<file path="config.mk">
export PLATFORM = sky130hd
export DESIGN_NAME = cmd_seq
export DESIGN_NICKNAME = d
export VERILOG_FILES = /design/src/rtl/cmd_seq.sv
export SDC_FILE = /design/constraint.sdc
export NUM_CORES = 1
export LEC_CHECK = 0
export BUFFER_PORTS_ARGS = -buffer_cell sky130_fd_sc_hd__buf_2
export CORE_MARGIN = 2
export CORE_UTILIZATION = 49
export CTS_BUF_LIST = sky130_fd_sc_hd__clkbuf_4 sky130_fd_sc_hd__clkbuf_8
export DETAILED_ROUTE_END_ITERATION = 16
export GPL_ROUTABILITY_DRIVEN = 0
export PLACE_DENSITY = 0.75
export SLEW_MARGIN = 20
export SYNTH_ARGS = -nofsm -noshare
export SYNTH_HDL_FRONTEND = slang
export SYNTH_SLANG_ARGS = --single-unit
</file>
<file path="constraint.sdc">
create_clock -name clk -period 7.1 [get_ports clk]
set_clock_uncertainty 0.05 [all_clocks]
set_input_delay 0.355 -clock clk [delete_from_list [all_inputs] [get_ports clk]]
set_output_delay 0.355 -clock clk [all_outputs]
set_load 0.01 [all_outputs]
</file>
<file path="src/rtl/cmd_seq.sv">
module cmd_seq #(
  parameter int MAX_BYTES  = 8,
  parameter int POLL_LIMIT = 10000,
  localparam int CW = $clog2(MAX_BYTES + 1),
  localparam int IW = CW + 1,
  localparam int AW = 8 * MAX_BYTES,
  localparam int PW = $clog2(POLL_LIMIT)
) (
  input  logic          clk,
  input  logic          rst_n,
  input  logic          start,
  input  logic [7:0]    opcode,
  input  logic [CW-1:0] arg_cnt,
  input  logic [AW-1:0] arg_bytes,
  input  logic [CW-1:0] rsp_cnt,
  output logic          busy,
  output logic          done,
  output logic          timeout_err,
  output logic [7:0]    ack_byte,
  output logic [AW-1:0] rsp_bytes,
  output logic [15:0]   rsp_word,
  input  logic [3:0]    mb_stat,
  output logic          mb_stat_wr,
  output logic [3:0]    mb_stat_wdata,
  output logic          mb_data_wr,
  output logic [15:0]   mb_data_wdata,
  output logic          mb_data_rd,
  input  logic [15:0]   mb_data_rdata
);

  typedef enum logic [2:0] {S_IDLE, S_CLR, S_SEND, S_RECV, S_RXCLR} state_t;
  state_t st;

  logic [7:0]    op_q;
  logic [CW-1:0] argc_q, rspc_q, argc_in, rspc_in;
  logic [AW-1:0] args_q, arg_sh;
  logic [IW-1:0] idx, idx_m1;
  logic [PW-1:0] poll;
  logic [7:0]    tx_byte;
  logic          waiting, ready, give_up, unused_lo;

  assign argc_in = (arg_cnt > CW'(MAX_BYTES)) ? CW'(MAX_BYTES) : arg_cnt;
  assign rspc_in = (rsp_cnt > CW'(MAX_BYTES)) ? CW'(MAX_BYTES) : rsp_cnt;

  assign idx_m1  = idx - 1'b1;
  assign arg_sh  = args_q >> {idx_m1, 3'b000};
  assign tx_byte = (idx == '0) ? op_q : arg_sh[7:0];

  assign busy          = (st != S_IDLE);
  assign mb_data_wr    = (st == S_SEND) && mb_stat[1];
  assign mb_data_wdata = {tx_byte, 8'h00};
  assign mb_data_rd    = (st == S_RECV) && mb_stat[2];
  assign mb_stat_wr    = (st == S_CLR) || (st == S_RXCLR);
  assign mb_stat_wdata = (st == S_CLR) ? mb_stat : 4'b0100;
  assign rsp_word      = {rsp_bytes[7:0], rsp_bytes[15:8]};
  assign unused_lo     = ^mb_data_rdata[7:0];

  assign waiting = (st == S_SEND) || (st == S_RECV);
  assign ready   = mb_data_wr || mb_data_rd;
  assign give_up = waiting && !ready && (poll == PW'(POLL_LIMIT - 1));

  always_ff @(posedge clk or negedge rst_n) begin
    if (!rst_n) begin
      st          <= S_IDLE;
      op_q        <= '0;
      argc_q      <= '0;
      rspc_q      <= '0;
      args_q      <= '0;
      idx         <= '0;
      poll        <= '0;
      done        <= 1'b0;
      timeout_err <= 1'b0;
      ack_byte    <= '0;
      rsp_bytes   <= '0;
    end else begin
      done <= 1'b0;
      if (!waiting || ready) poll <= '0;
      else if (!give_up)     poll <= poll + 1'b1;

      if (give_up) begin
        st          <= S_IDLE;
        done        <= 1'b1;
        timeout_err <= 1'b1;
      end else begin
        case (st)
          S_IDLE: if (start) begin
            st          <= S_CLR;
            op_q        <= opcode;
            argc_q      <= argc_in;
            rspc_q      <= rspc_in;
            args_q      <= arg_bytes;
            idx         <= '0;
            timeout_err <= 1'b0;
            ack_byte    <= '0;
            rsp_bytes   <= '0;
          end
          S_CLR: st <= S_SEND;
          S_SEND: if (mb_data_wr) begin
            if (idx == IW'(argc_q)) begin
              st  <= S_RECV;
              idx <= '0;
            end else begin
              idx <= idx + 1'b1;
            end
          end
          S_RECV: if (mb_data_rd) begin
            if (idx == '0) ack_byte <= mb_data_rdata[15:8];
            for (int i = 0; i < MAX_BYTES; i++)
              if (idx == IW'(i + 1)) rsp_bytes[8*i +: 8] <= mb_data_rdata[15:8];
            idx <= idx + 1'b1;
            st  <= S_RXCLR;
          end
          S_RXCLR: begin
            if (idx == IW'(rspc_q) + 1'b1) begin
              st   <= S_IDLE;
              done <= 1'b1;
            end else begin
              st <= S_RECV;
            end
          end
          default: st <= S_IDLE;
        endcase
      end
    end
  end

endmodule

</file>
=== After elaboration in Yosys (flattened, before gate mapping) ===
Index checks and enable logic that the tools add are counted.

* Latch bits: 0
* Memory bits (writable): 0
* Bits in read-only memories: 0
* Memories kept: 0
* Input bits: 103
* Word-level logic and storage cells: 127
* Output and inout bits: 114
* Register bits: 176

* Shift-type cells: 1
* Order comparisons: 2
* Reductions and logical operators: 30
* Muxes and demuxes: 39
* Add/sub/neg operators: 4
* Divide/modulo/power cells: 0
* $mul: 0
* Equal/unequal tests: 32
* Bitwise logic cells: 1

{| class="wikitable"
|+ Operators by type and width
! kind !! count
|-
| 64-bit 2-to-1 mux || 2
|-
| 64-bit one-hot mux with 2 select lines || 1
|-
| 8-bit 2-to-1 mux || 12
|-
| 64-bit by 8-bit >> shifter with 8-bit output || 1
|-
| 5-bit AND reduction || 10
|-
| 14-bit 2-to-1 mux || 2
|-
| 5-bit by 3-bit equality test with 1-bit output, second input constant || 4
|-
| 5-bit 2-to-1 mux || 4
|-
| 2-bit by 1-bit inequality test with 1-bit output, second input constant || 10
|-
| 8-bit one-hot mux with 2 select lines || 1
|-
| 3-bit 2-to-1 mux || 5
|-
| 3-bit one-hot mux with 5 select lines || 1
|-
| 5-bit one-hot mux with 3 select lines || 1
|-
| 14-bit by 1-bit adder with 14-bit output, second input constant || 1
|-
| 14-bit equality test, second input constant || 1
|-
| 4-bit 2-to-1 mux || 3
|-
| 5-bit by 2-bit equality test with 1-bit output, second input constant || 2
|-
| 3-bit inequality test, second input constant || 3
|-
| 4-bit > comparator, second input constant || 2
|-
| 3-bit by 2-bit equality test with 1-bit output, second input constant || 2
|-
| 1-bit 2-to-1 mux || 6
|-
| 2-bit inequality test, second input constant || 3
|-
| 2-bit nonzero test || 3
|-
| 3-bit nonzero test || 2
|-
| other kinds (20) || 27
|}

=== Longest topological paths before layout ===
* Depth in word-level cells: 8
* Mapped depth: 9
* Depth with buffers taken out: 7

=== Worst setup path after synthesis ===
OpenSTA, ideal clock, no wires.

* Kind: reg2out
* Start: register idx[0]
* End: output mb_data_wdata[14]
* Slack: 4.278 ns
* Path buffers: 4
* Arrival time: 2.417 ns
* Required time: 6.695 ns
* Cell stages (with the launch flop): 10
* Path through: dfrtp_1 > clkbuf_1 > buf_2 > inv_1 > ha_1 > buf_1 > clkbuf_1 > mux4_2 > mux2i_1 > o21ai_0

* Cells in the longest elaborated chain, start to end: 3
* Elaborated cells between the ends (all ways): 4

{| class="wikitable"
|+ RTL lines
! item !! RTL line !! source
|-
| from (decl) || 37 || <nowiki>logic [IW-1:0] idx, idx_m1;</nowiki>
|-
| from (signal assigned) || 103 || <nowiki>idx <= idx + 1'b1;</nowiki>
|-
| from (signal assigned) || 110 || <nowiki>idx <= idx + 1'b1;</nowiki>
|-
| 5-bit by 1-bit subtractor with 5-bit output || 45 || <nowiki>assign idx_m1 = idx - 1'b1;</nowiki>
|-
| 64-bit by 8-bit >> shifter with 8-bit output || 46 || <nowiki>assign arg_sh = args_q >> {idx_m1, 3'b000};</nowiki>
|-
| 8-bit 2-to-1 mux * || 47 || <nowiki>assign tx_byte = (idx == '0) ? op_q : arg_sh[7:0];</nowiki>
|-
| to (decl) || 26 || <nowiki>output logic [15:0] mb_data_wdata,</nowiki>
|}

Every way passes the cells marked *; elsewhere a longest branch is shown, timed or not.

=== Worst setup path after layout ===
* Start: register idx[1]
* End: output mb_data_wdata[13]

The elaborated chain is that of the path after synthesis.

==> metrics.txt <==
# TYPE chip_impl_metric gauge
chip_impl_metric{name="setup-tns-final",unit="ns"} 0
chip_impl_metric{name="initialDrtViolationCount",unit=""} 346
chip_impl_info{name="ys_dominant_reg_cell",value="dfrtp_1"} 1
chip_impl_metric{name="avgViaCountPerCell",unit=""} 5.08
chip_impl_metric{name="synth_simple_gate_area_share",unit=""} 0.183
chip_impl_metric{name="finalCoreUtilization",unit=""} 0.583
chip_impl_metric{name="p_per_area",unit="nW/um^2"} 448
chip_impl_metric{name="hold_ws",unit="ns"} -0.0397
chip_impl_metric{name="die_span_x",unit="um"} 134
chip_impl_metric{name="clock_tree.buffer_depth",unit=""} 2
chip_impl_info{name="violations",value="negative hold slack"} 1
chip_impl_metric{name="h-tree-depth",unit=""} 4
chip_impl_metric{name="synth_cell_type_count",unit=""} 52
chip_impl_metric{name="final_nets",unit=""} 1051
chip_impl_metric{name="detail_route.wl_per_cell",unit="um"} 15.7
chip_impl_info{name="critical_path.cell_chain",value="inv_1 -> ha_1 -> mux4_2 -> mux2i_1 -> o21ai_0 -> buf_2"} 1
chip_impl_metric{name="fin_crit_sh",unit=""} 0.463
chip_impl_info{name="layout.cells.most_common",value="nand2_1"} 1
chip_impl_metric{name="synthesis.area_per_instance",unit="um^2"} 10.7
chip_impl_metric{name="total_leakage_power",unit="uW"} 0.00519
chip_impl_metric{name="floorplan.io_pins",unit=""} 217
chip_impl_metric{name="synth_enable_flop_cells",unit=""} 0
chip_impl_metric{name="cts.reportedPaths.clkPinSlew",unit="ns"} 0.10
chip_impl_metric{name="synth_sequential_area_ratio",unit=""} 0.533
chip_impl_info{name="critPathSlowestCell",value="ha_1"} 1
chip_impl_metric{name="endpoint_arrival_time_on_the_critical_path",unit="ns"} 2.88
chip_impl_metric{name="post-cts-setup-buffer-count",unit=""} 0
chip_impl_metric{name="grt_pass1_wl",unit="mm"} 29.7
chip_impl_info{name="tritoncts",value="done"} 1
chip_impl_metric{name="die_h",unit="um"} 134
chip_impl_metric{name="finalSetupViolations",unit=""} 0
chip_impl_metric{name="path_max_fanout",unit=""} 17
chip_impl_metric{name="antenna_left",unit=""} 0
chip_impl_metric{name="synth-xor-area-share",unit=""} 0.0242
chip_impl_metric{name="fmax",unit="MHz"} 304
chip_impl_info{name="path_delay_family",value="adder cells"} 1
chip_impl_info{name="root_buffer",value="clkbuf_8"} 1
chip_impl_metric{name="critPathBufInv",unit=""} 2
chip_impl_metric{name="post_synthesis_adder_cell_area_fraction",unit=""} 0.0106
chip_impl_metric{name="max-cap-violations",unit=""} 0
chip_impl_info{name="cp-start-kind",value="flip-flop"} 1
chip_impl_metric{name="number_of_flip_flops_and_latches_in_the_synthesized_netlist",unit=""} 176
chip_impl_metric{name="first_global_vias",unit=""} 5707
chip_impl_metric{name="grt_start_max_net_pins",unit=""} 122
chip_impl_metric{name="numCtsBuffers",unit=""} 17
chip_impl_metric{name="post_cts_hold_buffer_count",unit=""} 3
chip_impl_metric{name="clock-sinks",unit=""} 176
chip_impl_metric{name="final-max-slew-violation-count",unit=""} 0
chip_impl_metric{name="post_route_cells_drive_above_1_share",unit=""} 0.358
chip_impl_info{name="mostFrequentLayoutCells",value="nand2_1 (256), buf_2 (199), dfrtp_1 (176)"} 1
chip_impl_metric{name="dp_cells",unit=""} 1139
chip_impl_metric{name="cts_repair_resize_count",unit=""} 0
chip_impl_metric{name="wirelength",unit="mm"} 18.4
chip_impl_metric{name="worstSkewPairLatency",unit="ns"} 0.46
chip_impl_metric{name="synth.area.mux_share",unit=""} 0.155
chip_impl_metric{name="crit_path_max_incr_delay",unit="ns"} 0.87
chip_impl_metric{name="grt_use_total",unit=""} 0.213
chip_impl_metric{name="antenna_found_initial",unit=""} 0
chip_impl_metric{name="hold_violations",unit=""} 20
chip_impl_metric{name="placeableCoreArea",unit="um^2"} 16500
chip_impl_metric{name="dp_hpwl",unit="mm"} 12.7
chip_impl_metric{name="drc_errors",unit=""} 0
chip_impl_metric{name="required",unit="ns"} 6.69
chip_impl_info{name="outcome",value="finished with violations"} 1
chip_impl_metric{name="async_flop_share",unit=""} 1.00
chip_impl_metric{name="post_layout_nonfiller_instances",unit=""} 1172
chip_impl_metric{name="initial_standard_cell_utilization_of_the_core",unit=""} 0.500
chip_impl_info{name="rsz0062_at_grt",value="no"} 1
chip_impl_info{name="dominant_combinational_cell_family_by_area_after_synthesis",value="simple AND/OR/NAND/NOR gates"} 1
chip_impl_metric{name="insertedDiodeCount",unit=""} 0
chip_impl_metric{name="layout_min_cycle_time",unit="ns"} 3.29
chip_impl_metric{name="slew_headroom",unit=""} 0.338
chip_impl_metric{name="number_of_detailed_routing_iterations_run_before_antenna_repair",unit=""} 4
chip_impl_metric{name="vias",unit=""} 5959
chip_impl_metric{name="port_buffers",unit=""} 200
chip_impl_metric{name="max-vdd-ir-drop",unit="mV"} 0.175
chip_impl_metric{name="std_cell_rows",unit=""} 47
chip_impl_metric{name="netlist_instances",unit=""} 772
chip_impl_info{name="worst_hold_path_type",value="in2async"} 1
chip_impl_metric{name="yosys_warnings",unit=""} 0
chip_impl_metric{name="worst-slew-pin-transition",unit="ns"} 0.993
chip_impl_metric{name="global_route.overflow_total",unit=""} 0
chip_impl_metric{name="floorplan.die_area",unit="um^2"} 17900
chip_impl_metric{name="syn2layout_area_growth",unit="%"} 16.5
chip_impl_info{name="endpoint_kind",value="output pin"} 1
chip_impl_info{name="timing_worst_setup_path_type",value="reg2out"} 1
chip_impl_metric{name="synth-compound-area-share",unit=""} 0.0451
chip_impl_metric{name="syn-cell-area",unit="um^2"} 8260
[cell type report]
class	count	area, um^2
Clock buffer	17	234
Fill cell	1485	6900
Timing Repair Buffer	207	1070
Tap cell	220	275
Clock inverter	13	131
Sequential cell	176	4400
Multi-Input combinational cell	532	3490
Inverter	7	26.3
[worst reg2reg max path, stage by stage, from the launching register on]
cell     delay, ns
dfrtp_1       0.47
inv_1         0.15
ha_1          0.25
nor4b_4       0.64
inv_2         0.11
a21oi_4       0.35
mux2_2        0.38
[cells in the mapped netlist (2+ instances only)]
cell type    n  area share
a21o_1       3      0.0027
a21oi_1      3      0.0018
a21oi_2      7      0.0074
a21oi_4      2      0.0039
a2bb2oi_1    2      0.0021
and2_1      16       0.012
and3_1       2      0.0015
and4_1       2      0.0021
and4b_1      2      0.0024
buf_2       11      0.0067
buf_4       28       0.025
buf_6        2      0.0027
clkbuf_1    22       0.010
dfrtp_1    176        0.53
ha_1         7       0.011
inv_1        6      0.0027
mux2_2      72       0.098
mux2i_1     11       0.013
mux4_2      16       0.044
nand2_1    257        0.12
nand2b_1     4      0.0030
nand3_1      9      0.0055
nand3b_1     7      0.0064
nand4_1      5      0.0038
nor2_1      25       0.011
nor2b_1      3      0.0023
nor3_1       3      0.0018
nor3b_1      2      0.0018
nor4b_1      2      0.0021
o21a_1       2      0.0018
o21ai_0     20       0.012
o2bb2ai_1    2      0.0021
or3_1        3      0.0023
xnor2_1      6      0.0064
xor2_1      15       0.016
[power by group]
group	switching, uW	internal, uW	total [uW]
combinational	1070	872	1950
sequential	266	1440	1700
clock	381	281	662
[sequential cells by signal, indices dropped and copies added, names as in the netlist]
name / count
st: 3
timeout_err: 1
op_q: 8
rspc_q: 4
idx: 5
args_q: 64
done: 1
argc_q: 4
rsp_bytes: 64
poll: 14
ack_byte: 8
[through the flow]
| stage | worst slack (ns) | cell area, um^2 | power (uW) |
|---|---|---|---|
| after CTS | 3.74 | 9630 | 4360 |
| after floorplan | 4.28 | 8290 | 3080 |
| after detailed placement | 4.26 | 9230 | 3700 |
| after global routing | 3.63 | 9630 | 4630 |
| final | 3.81 | 9630 | 4310 |
| after global placement | 4.29 | 9230 | 3640 |
[metal layers]
metal / vias up / GRT usage / share of wire
met5: - / 0 / 0
met2: 179 / 0.348 / 0.48
met3: 22 / 0.0559 / 0.060
met1: 2888 / 0.286 / 0.45
li1: 2870 / - / -
met4: 0 / 0.0561 / 0.016
[worst paths after layout]
check	from	to	slack [ns]	depth (start not counted)
min in group clk	arg_bytes[38]	args_q[38]	0.03	3
max reg2reg	idx[1]	ack_byte[5]	4.59	6
max	idx[1]	mb_data_wdata[13]	3.81	6
min	rst_n	poll[13]	-0.04	1
max in group asynchronous	rst_n	rsp_bytes[61]	5.70	2
min reg2reg	args_q[36]	args_q[36]	0.42	2
[cells by family (layout without fill, tap and decap cells)]
kind of cell / count (synthesis) / count (layout)
XOR/XNOR: 22 / 22
multiplexers: 99 / 99
adder cells (fa/ha/maj): 7 / 7
flip-flops: 176 / 176
buffers and inverters: 71 / 244
other: 1 / 8
AND/OR/NAND/NOR: 348 / 348
AO/OA/AOI/OAI: 48 / 48
No activity file was read; power rests on OpenSTA's default activity.
